--- src/rtl/bf_pkg.sv ---
// Shared types and sizes for the bitfield memory unit.
// Assumes fields of at most BF_MAXLEN bits and byte-wide memory.
package bf_pkg;
    parameter int BF_MAXLEN  = 32;
    parameter int BF_LENW    = 6;
    parameter int WIN_BYTES  = 5;
    parameter int WIN_BITS   = WIN_BYTES * 8;

    typedef enum logic [2:0] {
        BF_EXTU = 3'd0,
        BF_EXTS = 3'd1,
        BF_INS  = 3'd2,
        BF_CHG  = 3'd3,
        BF_CLR  = 3'd4,
        BF_SET  = 3'd5,
        BF_FFO  = 3'd6
    } bf_op_e;

    // True for operations that write the field back to memory.
    function automatic logic bf_writes(bf_op_e op);
        return (op == BF_INS) || (op == BF_CHG) || (op == BF_CLR) || (op == BF_SET);
    endfunction
endpackage

--- src/rtl/bf_locate.sv ---
// Folds a base byte address and a signed bit offset into a start byte
// address and a bit position 0..7 inside it. Also decodes the length
// code and counts the bytes the field covers. Purely combinational.
// Assumes AW <= 32.
module bf_locate
    import bf_pkg::*;
#(
    parameter int AW = 16
) (
    input  logic [AW-1:0]      base_addr,
    input  logic [31:0]        bit_ofs,
    input  logic [4:0]         len_in,
    output logic [AW-1:0]      first_addr,
    output logic [2:0]         bitpos,
    output logic [BF_LENW-1:0] eff_len,
    output logic [2:0]         nbytes
);
    logic [AW-1:0]      byte_step;
    logic [BF_LENW-1:0] last_bit;

    // Floor division by 8 through an arithmetic shift; the remainder is the low three bits.
    always_comb begin
        byte_step  = AW'($signed(bit_ofs) >>> 3);
        first_addr = base_addr + byte_step;
        bitpos     = bit_ofs[2:0];
        eff_len    = (len_in == 5'd0) ? BF_LENW'(BF_MAXLEN) : {1'b0, len_in};
        last_bit   = {3'b000, bitpos} + eff_len - BF_LENW'(1);
        nbytes     = 3'((last_bit >> 3) + BF_LENW'(1));
    end
endmodule

--- src/rtl/bf_field.sv ---
// Field datapath. Takes a window of up to five fetched bytes (first byte in
// the top bits), the bit position and the length. Produces the result, the
// flags and the rewritten window. One left shift aligns the field to bit 31;
// a mask shifted right by the same amount places the new bits.
module bf_field
    import bf_pkg::*;
(
    input  logic [WIN_BITS-1:0] win,
    input  logic [2:0]          bitpos,
    input  logic [BF_LENW-1:0]  len,
    input  bf_op_e              op,
    input  logic [31:0]         ins_val,
    input  logic [31:0]         bit_ofs,
    output logic [WIN_BITS-1:0] new_win,
    output logic [31:0]         result,
    output logic                flag_n,
    output logic                flag_z
);
    logic [BF_LENW-1:0]  rsh;
    logic [31:0]         lmask, aligned, fld_left, ins_left, flag_src;
    logic [WIN_BITS-1:0] wmask, ins_w;
    logic [BF_LENW-1:0]  lead;
    logic                seen;

    // Align the field and its mask to bit 31.
    always_comb begin
        rsh      = BF_LENW'(BF_MAXLEN) - len;
        lmask    = 32'hFFFF_FFFF << rsh;
        aligned  = 32'(({win, 32'h0} << bitpos) >> WIN_BITS);
        fld_left = aligned & lmask;
        ins_left = ins_val << rsh;
        wmask    = {lmask, 8'h00} >> bitpos;
        ins_w    = {ins_left, 8'h00} >> bitpos;
    end

    // Count leading zeros of the field; the length when no bit is set.
    always_comb begin
        lead = len;
        seen = 1'b0;
        for (int i = 0; i < BF_MAXLEN; i++) begin
            if (!seen && fld_left[BF_MAXLEN-1-i]) begin
                lead = BF_LENW'(i);
                seen = 1'b1;
            end
        end
    end

    // Pick the result, the rewritten window and the flag source by opcode.
    always_comb begin
        new_win  = win;
        flag_src = fld_left;
        unique case (op)
            BF_EXTS: result = 32'($signed(fld_left) >>> rsh);
            BF_INS: begin
                result   = ins_left;
                flag_src = ins_left;
                new_win  = (win & ~wmask) | (ins_w & wmask);
            end
            BF_CHG: begin result = fld_left; new_win = win ^ wmask;  end
            BF_CLR: begin result = fld_left; new_win = win & ~wmask; end
            BF_SET: begin result = fld_left; new_win = win | wmask;  end
            BF_FFO:  result = bit_ofs + 32'(lead);
            default: result = fld_left >> rsh;
        endcase
        flag_n = flag_src[31];
        flag_z = (flag_src == 32'h0);
    end
endmodule

--- src/rtl/bf_mem_unit.sv ---
// Top of the bitfield memory unit. Latches a request while idle, then reads
// the covered bytes one at a time, and for modifying operations writes them
// back in the same order. Raises done for one cycle at the end. Memory
// requests hold until acknowledged; an ack may arrive in the same cycle as
// the request.
module bf_mem_unit
    import bf_pkg::*;
#(
    parameter int AW = 16
) (
    input  logic          clk,
    input  logic          rst_n,
    input  logic          start,
    input  logic [2:0]    op_in,
    input  logic [AW-1:0] base_addr,
    input  logic [31:0]   bit_ofs,
    input  logic [4:0]    len_in,
    input  logic [31:0]   ins_val,
    output logic          mem_req,
    output logic          mem_we,
    output logic [AW-1:0] mem_addr,
    output logic [7:0]    mem_wdata,
    input  logic          mem_ack,
    input  logic [7:0]    mem_rdata,
    output logic          busy,
    output logic          done,
    output logic [31:0]   result,
    output logic          flag_n,
    output logic          flag_z
);
    typedef enum logic [1:0] {S_IDLE, S_RD, S_WR, S_FIN} state_e;

    state_e                        state;
    bf_op_e                        op_q;
    logic [AW-1:0]                 addr_q;
    logic [2:0]                    bitpos_q, nbytes_q, idx;
    logic [BF_LENW-1:0]            len_q;
    logic [31:0]                   ins_q, ofs_q;
    logic [WIN_BYTES-1:0][7:0]     win_q;
    logic [WIN_BYTES-1:0][7:0]     new_win;
    logic [AW-1:0]                 loc_addr;
    logic [2:0]                    loc_bitpos, loc_nbytes, slot;
    logic [BF_LENW-1:0]            loc_len;
    logic                          last_byte;

    bf_locate #(.AW(AW)) u_locate (
        .base_addr (base_addr),
        .bit_ofs   (bit_ofs),
        .len_in    (len_in),
        .first_addr(loc_addr),
        .bitpos    (loc_bitpos),
        .eff_len   (loc_len),
        .nbytes    (loc_nbytes)
    );

    bf_field u_field (
        .win    (win_q),
        .bitpos (bitpos_q),
        .len    (len_q),
        .op     (op_q),
        .ins_val(ins_q),
        .bit_ofs(ofs_q),
        .new_win(new_win),
        .result (result),
        .flag_n (flag_n),
        .flag_z (flag_z)
    );

    // Byte slot in the window for the current index, and the last-byte test.
    always_comb begin
        slot      = 3'(WIN_BYTES - 1) - idx;
        last_byte = (idx == nbytes_q - 3'd1);
    end

    // Drive the memory port and the status outputs from the state.
    always_comb begin
        mem_req   = (state == S_RD) || (state == S_WR);
        mem_we    = (state == S_WR);
        mem_addr  = addr_q + AW'(idx);
        mem_wdata = new_win[slot];
        busy      = (state != S_IDLE);
        done      = (state == S_FIN);
    end

    // Sequencer: accept, read, optionally write back, finish.
    always_ff @(posedge clk) begin
        if (!rst_n) begin
            state    <= S_IDLE;
            op_q     <= BF_EXTU;
            addr_q   <= '0;
            bitpos_q <= '0;
            nbytes_q <= 3'd1;
            len_q    <= '0;
            ins_q    <= '0;
            ofs_q    <= '0;
            idx      <= '0;
            win_q    <= '0;
        end else begin
            unique case (state)
                S_IDLE: if (start) begin
                    op_q     <= bf_op_e'(op_in);
                    addr_q   <= loc_addr;
                    bitpos_q <= loc_bitpos;
                    nbytes_q <= loc_nbytes;
                    len_q    <= loc_len;
                    ins_q    <= ins_val;
                    ofs_q    <= bit_ofs;
                    idx      <= '0;
                    win_q    <= '0;
                    state    <= S_RD;
                end
                S_RD: if (mem_ack) begin
                    win_q[slot] <= mem_rdata;
                    if (last_byte) begin
                        idx   <= '0;
                        state <= bf_writes(op_q) ? S_WR : S_FIN;
                    end else begin
                        idx <= idx + 3'd1;
                    end
                end
                S_WR: if (mem_ack) begin
                    if (last_byte) state <= S_FIN;
                    else           idx   <= idx + 3'd1;
                end
                default: state <= S_IDLE;
            endcase
        end
    end
endmodule

--- config.mk ---
export PLATFORM = sky130hd
export DESIGN_NAME = bf_mem_unit
export DESIGN_NICKNAME = d
export VERILOG_FILES = /design/src/rtl/bf_pkg.sv /design/src/rtl/bf_locate.sv /design/src/rtl/bf_field.sv /design/src/rtl/bf_mem_unit.sv
export SDC_FILE = /design/constraint.sdc
export NUM_CORES = 1
export LEC_CHECK = 0
export BUFFER_PORTS_ARGS = -buffer_cell sky130_fd_sc_hd__buf_4
export CAP_MARGIN = 20
export CORE_UTILIZATION = 37
export DETAILED_ROUTE_END_ITERATION = 10
export GPL_ROUTABILITY_DRIVEN = 1
export PLACE_DENSITY = 0.54
export SETUP_SLACK_MARGIN = 0.1
export SYNTH_ARGS = -nofsm -noshare
export SYNTH_HDL_FRONTEND = slang
export SYNTH_SLANG_ARGS = --single-unit
--- constraint.sdc ---
create_clock -name clk -period 19.5 [get_ports clk]
set_input_delay 0.975 -clock clk [delete_from_list [all_inputs] [get_ports clk]]
set_output_delay 0.975 -clock clk [all_outputs]
set_load 0.03 [all_outputs]
==> impl_metrics.toml, run 1 <==
[outcome]
status = "finished clean"

[placement]
gp_congestion = 1.03
place_inst = 3533
dpl.hpwl_mm = 82.6
pre_cts_slack_ns = 10.15
io_buffers = 161

[global_route]
grt_pass1_wl_mm = 155
use_met2_pct = 56.0
grt_max_degree = 100
grt_usage_pct = 36.7
grt_pass1_vias = 22700
globalRouteMet1Util_pct = 48.9
grt_use_met3_pct = 9.51
overflow = 0
grt_antenna_before_repair = 0
gr-max-usage-layer = "met2"

[timing]
finalClockSkew_ns = 0.00905
hold_violations = 0
setup_violations = 0
period_share_pct = 52.0
slew-limit-headroom_pct = 26.7
post-route-min-period_ns = 10.14
setup_tns_ns = 0
setup_ws_ns = 9.36
rsz0062_at_grt = "false"
drv_slew = 0
max_slew.worst_pin.slew_ns = 1.08
fmax_mhz = 98.7

[synthesis]
syn_inst = 2790
yosysSeqAreaShare_pct = 13.1
ys_types = 98
ys_top_cells_by_area = "dfxtp_1 13%, mux4_2 9.9%, ha_1 7.1%"
netlist_area_sq_um = 20900
syn_nets = 3012
synth-edff-count = 0
yosys.area.top_type = "dfxtp_1"
async_flop_share_pct = 0
ys_ff_latch = 137
yosys_warnings = 0
synth.avg_cell_area_sq_um = 7.50
synth_ff_type = "dfxtp_1"
synth_top_cell_area_share_pct = 13.1

[power]
power_w = 0.00297
ir_worst_vdd_uv = 65.7
leakage_nw = 8.54
powerDensity_nw_per_um2 = 127

[layout]
multi_input_area_sq_um = 16900
nets = 3026
fill_cells = 5844
drive_above_1_share_pct = 15.9
regArea_sq_um = 2760
fin_cells = 3567
final_util_pct = 42.0
syn2layout_area_growth_pct = 11.5

[setup_path]
cp.required_ns = 18.53
worstPathCellList = "inv_2 > buf_4 > ha_4 > buf_4 > nand2b_1 > o311ai_0 > a41oi_1 > nor4_1 > nand4_1 > o32ai_1 > o32ai_1 > a21oi_1 > ha_1 > inv_1 > fa_1 > nor2b_1 > o21a_1 > o21ai_0 > a211oi_1 > nand2_1 > xnor2_1 > a222oi_1 > o21ai_0 > buf_4"
start_kind = "flip-flop"
r2r_cells = 7
crit_type = "flip-flop to output port"
rr_endpoint = "win_q[16]"
crit_top_cell = "buf_4"
r2r_slack_ns = 16.60
crit_path_max_incr_delay_ns = 0.88
r2r-start = "idx[0]"
cp_max_fo = 53
slowest_stage = "a211oi_1"
crit_path_end_kind = "output port"
critical_path_arrival_ns = 9.16

[job]
maxCapViolations = 0

[drt]
wire_per_inst_um = 30.1
first_pass_iters = 6
totalWireLength_mm = 107
num_vias = 24200
vias_per_cell = 6.79
drt_iter0_drc = 3262
ant_nets = 0
drc = 0

[die]
placementRows = 86
die_h_um = 240
die_w_um = 240
dieArea_sq_um = 57500
start_util_pct = 37.7
core_sq_um = 55500
ios = 162

[clocking]
clock-root-buffer = "clkbuf_16"
cts.path.max_buffers = 2
cts-buffers-inserted = 17
htreeDepth = 4
path_clk_slew_ns = 0.06
cts_tree = "built"
cts_hold_buf = 0
cts_resized = 0
postCtsSetupBuffers = 0
clkLatencyLatePin_ns = 0.47
clock_sinks = 137

[min_path]
hold-path-cell-count = 2
worstHoldEndpoint = "nbytes_q[1]"
min_from = "nbytes_q[1]"
hp-class = "flip-flop to flip-flop"
==> metal layers <==
metal  vias to the layer above  wire length [um]
li1                      10600                 -
met1                     11900             44800
met2                      1483             47000
met3                       271             11100
met4                         0              4550
met5                         -                 0
==> cells in the mapped netlist, types with 59 or more instances <==
library cell	count
clkbuf_1	144
nand2_1	349
nor2b_1	66
nand3_1	75
o21ai_0	132
mux2i_1	98
mux4_2	92
a21oi_1	165
nor3_1	85
dfxtp_1	137
o22ai_1	59
a21boi_0	86
inv_1	108
nor2_1	212
ha_1	119
==> worst max-delay path, delay by kind of cell, from the launching register on <==
family	cells	cell delay (ns)
and+or+nand+nor	5	1.44
xor gates and xnor gates	1	0.17
buffers and inverters	5	1.24
DFF	1	0.73
AOI/OAI and AO/OA	10	3.59
adders and majority gates	3	1.42
==> worst max-delay path by stage <==
stage	startpoint	endpoint	slack, ns	cells after the start
after CTS	len_q[0]	result[14]	9.58	24
after global placement	len_q[0]	result[26]	10.23	25
after detailed placement	len_q[0]	result[26]	10.15	25
final	len_q[0]	result[14]	9.36	24
after global routing	len_q[0]	result[26]	8.79	25
after floorplan	len_q[0]	result[28]	10.70	31
==> through the flow <==
| step | instance area, sq um | hold slack [ns] |
|---|---|---|
| 6_report | 23300 | 0.463 |
| 5_1_grt | 23300 | 0.496 |
| 4_1_cts | 23300 | 0.468 |
| 3_5_place_dp | 22700 | 0.460 |
| 3_3_place_gp | 22700 | 0.458 |
| 2_1_floorplan | 20900 | 0.441 |
==> final cells by class <==
class	count	share of cell area (%)
diodes	2	0.0214
clock buffers	19	1.90
clock inverters	13	0.718
inverters	113	1.82
multi-input cells	2305	72.3
flip-flops and latches	137	11.8
well taps	748	4.01
repair buffers	230	7.40
==> cells in the final DEF, fill, tap and decap left out, types with 23 or more instances in the layout <==
master / Yosys / final
o211ai_1: 33 / 33
nor3_1: 85 / 83
dfxtp_1: 137 / 132
and2_1: 34 / 33
nand3_1: 75 / 75
mux4_2: 92 / 92
a32oi_1: 46 / 46
inv_1: 108 / 107
mux2_2: 32 / 32
xnor2_1: 40 / 39
a22oi_1: 32 / 32
o221ai_1: 27 / 27
nand2b_1: 25 / 25
a221oi_1: 28 / 28
o21ai_0: 132 / 132
mux2i_1: 98 / 98
buf_4: 6 / 230
o22ai_1: 59 / 59
a21o_1: 26 / 26
nor2b_1: 66 / 66
nor2_1: 212 / 209
a21boi_0: 86 / 86
nand4_1: 24 / 24
nand2_1: 349 / 348
xor2_1: 24 / 23
a21oi_1: 165 / 165
a211oi_1: 39 / 38
ha_1: 119 / 117
==> sequential cells by signal (all words and copies together) (netlist names) <==
| signal | count |
|---|---|
| addr_q | 16 |
| bitpos_q | 2 |
| idx | 3 |
| ins_q | 32 |
| len_q | 6 |
| nbytes_q | 3 |
| ofs_q | 30 |
| op_q | 3 |
| state | 2 |
| win_q | 40 |
==> kinds of logic (layout without fill, tap and decap cells) <==
group,Yosys count,in the layout,share of synthesized area (%)
adder cells (fa/ha/maj),122,122,7.40
multiplexers,228,228,17.1
flip-flops,137,137,13.1
XOR/XNOR,64,64,2.68
buffers and inverters,348,375,6.77
AND/OR/NAND/NOR,984,984,22.3
other,0,2,0
AO/OA/AOI/OAI,907,907,30.7
==> power by group <==
group | switching [W] | leakage [nW] | total [W] | internal (W)
logic | 0.00151 | 7.13 | 0.00221 | 0.000695
clock network | 0.000140 | 0.294 | 0.000345 | 0.000205
registers | 0.0000948 | 1.12 | 0.000416 | 0.000322
total | 0.00175 | 8.54 | 0.00297 | 0.00122
(Power assumes the default switching activity.)
==> inputs of run 2 (changes only) <==
--- a/config.mk
+++ b/config.mk
@@ -10,7 +10,7 @@
 export CORE_UTILIZATION = 37
 export DETAILED_ROUTE_END_ITERATION = 10
 export GPL_ROUTABILITY_DRIVEN = 1
-export PLACE_DENSITY = 0.54
+export PLACE_DENSITY = 0.56
 export SETUP_SLACK_MARGIN = 0.1
 export SYNTH_ARGS = -nofsm -noshare
 export SYNTH_HDL_FRONTEND = slang
==> constraint.sdc (replaced) <==
create_clock -name clk -period 8.9 [get_ports clk]
set_input_delay 0.445 -clock clk [delete_from_list [all_inputs] [get_ports clk]]
set_output_delay 0.445 -clock clk [all_outputs]
set_load 0.03 [all_outputs]
==> run 2 against run 1 <==
Total power grew 120%. Final area grew 0.53%. Global-route usage up 0.79 points. Via count is 0.48% higher. Combinational power up 120%. Register-to-register slack lost 11 ns. Setup slack worse by 8.9 ns. Clock power is 140% higher. Highest routed layer is now met5. Wire length increased by 1.2%. Core utilization up 0.22 points. Critical path depth grew 1.
==> impl_metrics.toml, run 2 (same netlist as run 1, synthesis figures left out) <==
[die]
dieArea_sq_um = 57500
core_sq_um = 55500
start_util_pct = 37.7
die_w_um = 240
ios = 162
placementRows = 86
die_h_um = 240

[timing]
period_share_pct = 95.3
post-route-min-period_ns = 8.49
drv_slew = 0
rsz0062_at_grt = "false"
hold_violations = 0
finalClockSkew_ns = 0.00513
max_slew.worst_pin.slew_ns = 1.17
fmax_mhz = 118
hold_ws_ns = 0.222
setup_tns_ns = 0
slew-limit-headroom_pct = 22.1
setup_violations = 0

[clocking]
cts_resized = 0
cts-buffers-inserted = 17
clkLatencyLatePin_ns = 0.48
clock_sinks = 137
clock-root-buffer = "clkbuf_16"
cts.path.max_buffers = 2
path_clk_slew_ns = 0.07
postCtsSetupBuffers = 0
cts_tree = "built"
cts_hold_buf = 0
htreeDepth = 4

[placement]
gp_congestion = 1.04
dpl.hpwl_mm = 84.3
io_buffers = 161

[drt]
wire_per_inst_um = 30.4
ant_nets = 0
vias_per_cell = 6.80
totalWireLength_mm = 109
num_vias = 24300
first_pass_iters = 9
drc = 0
drt_iter0_drc = 3269

[layout]
most-common-layout-cells = "348 x nand2_1, 241 x buf_4, 210 x nor2_1"
final_common_cell = "nand2_1"
regMostFlops = "win_q"
insertedDiodeCount = 0
nets = 3038
syn2layout_area_growth_pct = 12.1
drive_above_1_share_pct = 16.2
largest_reg_flops = 40
largestRegisters = "win_q (40), ins_q (32), ofs_q (30)"

[setup_path]
crit_type = "flip-flop to output port"
start_kind = "flip-flop"
critical_path_arrival_ns = 8.04
cp_max_fo = 34
cp.required_ns = 8.46
crit_path_end_kind = "output port"

[global_route]
grt_usage_pct = 37.5
grt_antenna_before_repair = 3
grt_pass1_wl_mm = 158
overflow = 0
grt_max_degree = 111
grt_pass1_vias = 22900

[job]
maxCapViolations = 0

[power]
leakage_nw = 8.63
ir_worst_vdd_uv = 287
powerDensity_nw_per_um2 = 284

[min_path]
hp-class = "input port to flip-flop"

[outcome]
status = "finished clean"
==> run 2: cell types whose count changed in the layout (fill, tap and decap cells not counted), sizes merged <==
cell,delta
bufinv,+1
diode,-2
clkinv,-3
clkbuf,+2
clkinvlp,-1
inv,+1
buf,+12
==> run 2: worst paths after layout <==
check / end / slack, ns / cells past startpoint / startpoint
setup / recovery: result[26] / 0.41 / 25 / len_q[1]
hold / removal: op_q[0] / 0.22 / 3 / op_in[0]
setup reg to reg: state[0] / 6.06 / 9 / op_q[2]
hold reg to reg: nbytes_q[1] / 0.47 / 2 / nbytes_q[1]
==> run 2: per-stage QoR <==
stage / std cells / utilization (%) / area [sq um] / power, W / setup slack (ns)
CTS: 3577 / 42.3 / 23500 / 0.00650 / 0.726
global placement: 3542 / 41.0 / 22800 / 0.00564 / 1.36
global route: 3577 / 42.3 / 23500 / 0.00695 / 0.128
finish: 3577 / 42.3 / 23500 / 0.00667 / 0.415
floorplan: 2790 / - / 20900 / 0.00392 / 0.634
detailed placement: 3545 / 41.1 / 22800 / 0.00566 / 1.26
==> run 2: routing by layer <==
layer  global-route usage (%)  vias up  wire length, um
met4                     15.1        2             4650
met2                     57.3     1522            48000
met3                     9.89      284            11800
met5                        0        -               16
met1                     49.7    11900            44300
li1                         -    10600                -
==> run 2: final cells by class <==
type	count	area [sq um]
Clock buffer	21	482
Clock inverter	11	180
Fill cell	5837	32100
Inverter	113	424
Multi-Input combinational cell	2305	16900
Sequential cell	137	2760
Tap cell	748	936
Timing Repair Buffer	242	1830
==> run 2: report_power, final <==
group / internal, W / switching, W / total [W]
Sequential: 0.000705 / 0.000200 / 0.000904
Clock: 0.000504 / 0.000310 / 0.000814
Combinational: 0.00156 / 0.00340 / 0.00495
==> run 2: worst max-delay path: stages (launching register included) <==
cell and delay (ns):
dfxtp_1 0.75, inv_1 0.20, ha_4 0.25, inv_1 0.10
ha_4 0.32, nand2b_1 0.30, o311ai_0 0.92, a41oi_1 0.39
nor4_1 0.70, nand4_1 0.27, o32ai_1 0.19, o32ai_1 0.11
a21oi_1 0.15, ha_1 0.21, inv_1 0.06, fa_1 0.44
nor2b_1 0.15, o21a_1 0.15, o21ai_0 0.18, a211oi_1 0.59
and3_1 0.32, nand2_1 0.09, xnor2_1 0.14, a221oi_1 0.29
nand2_1 0.09, buf_4 0.17
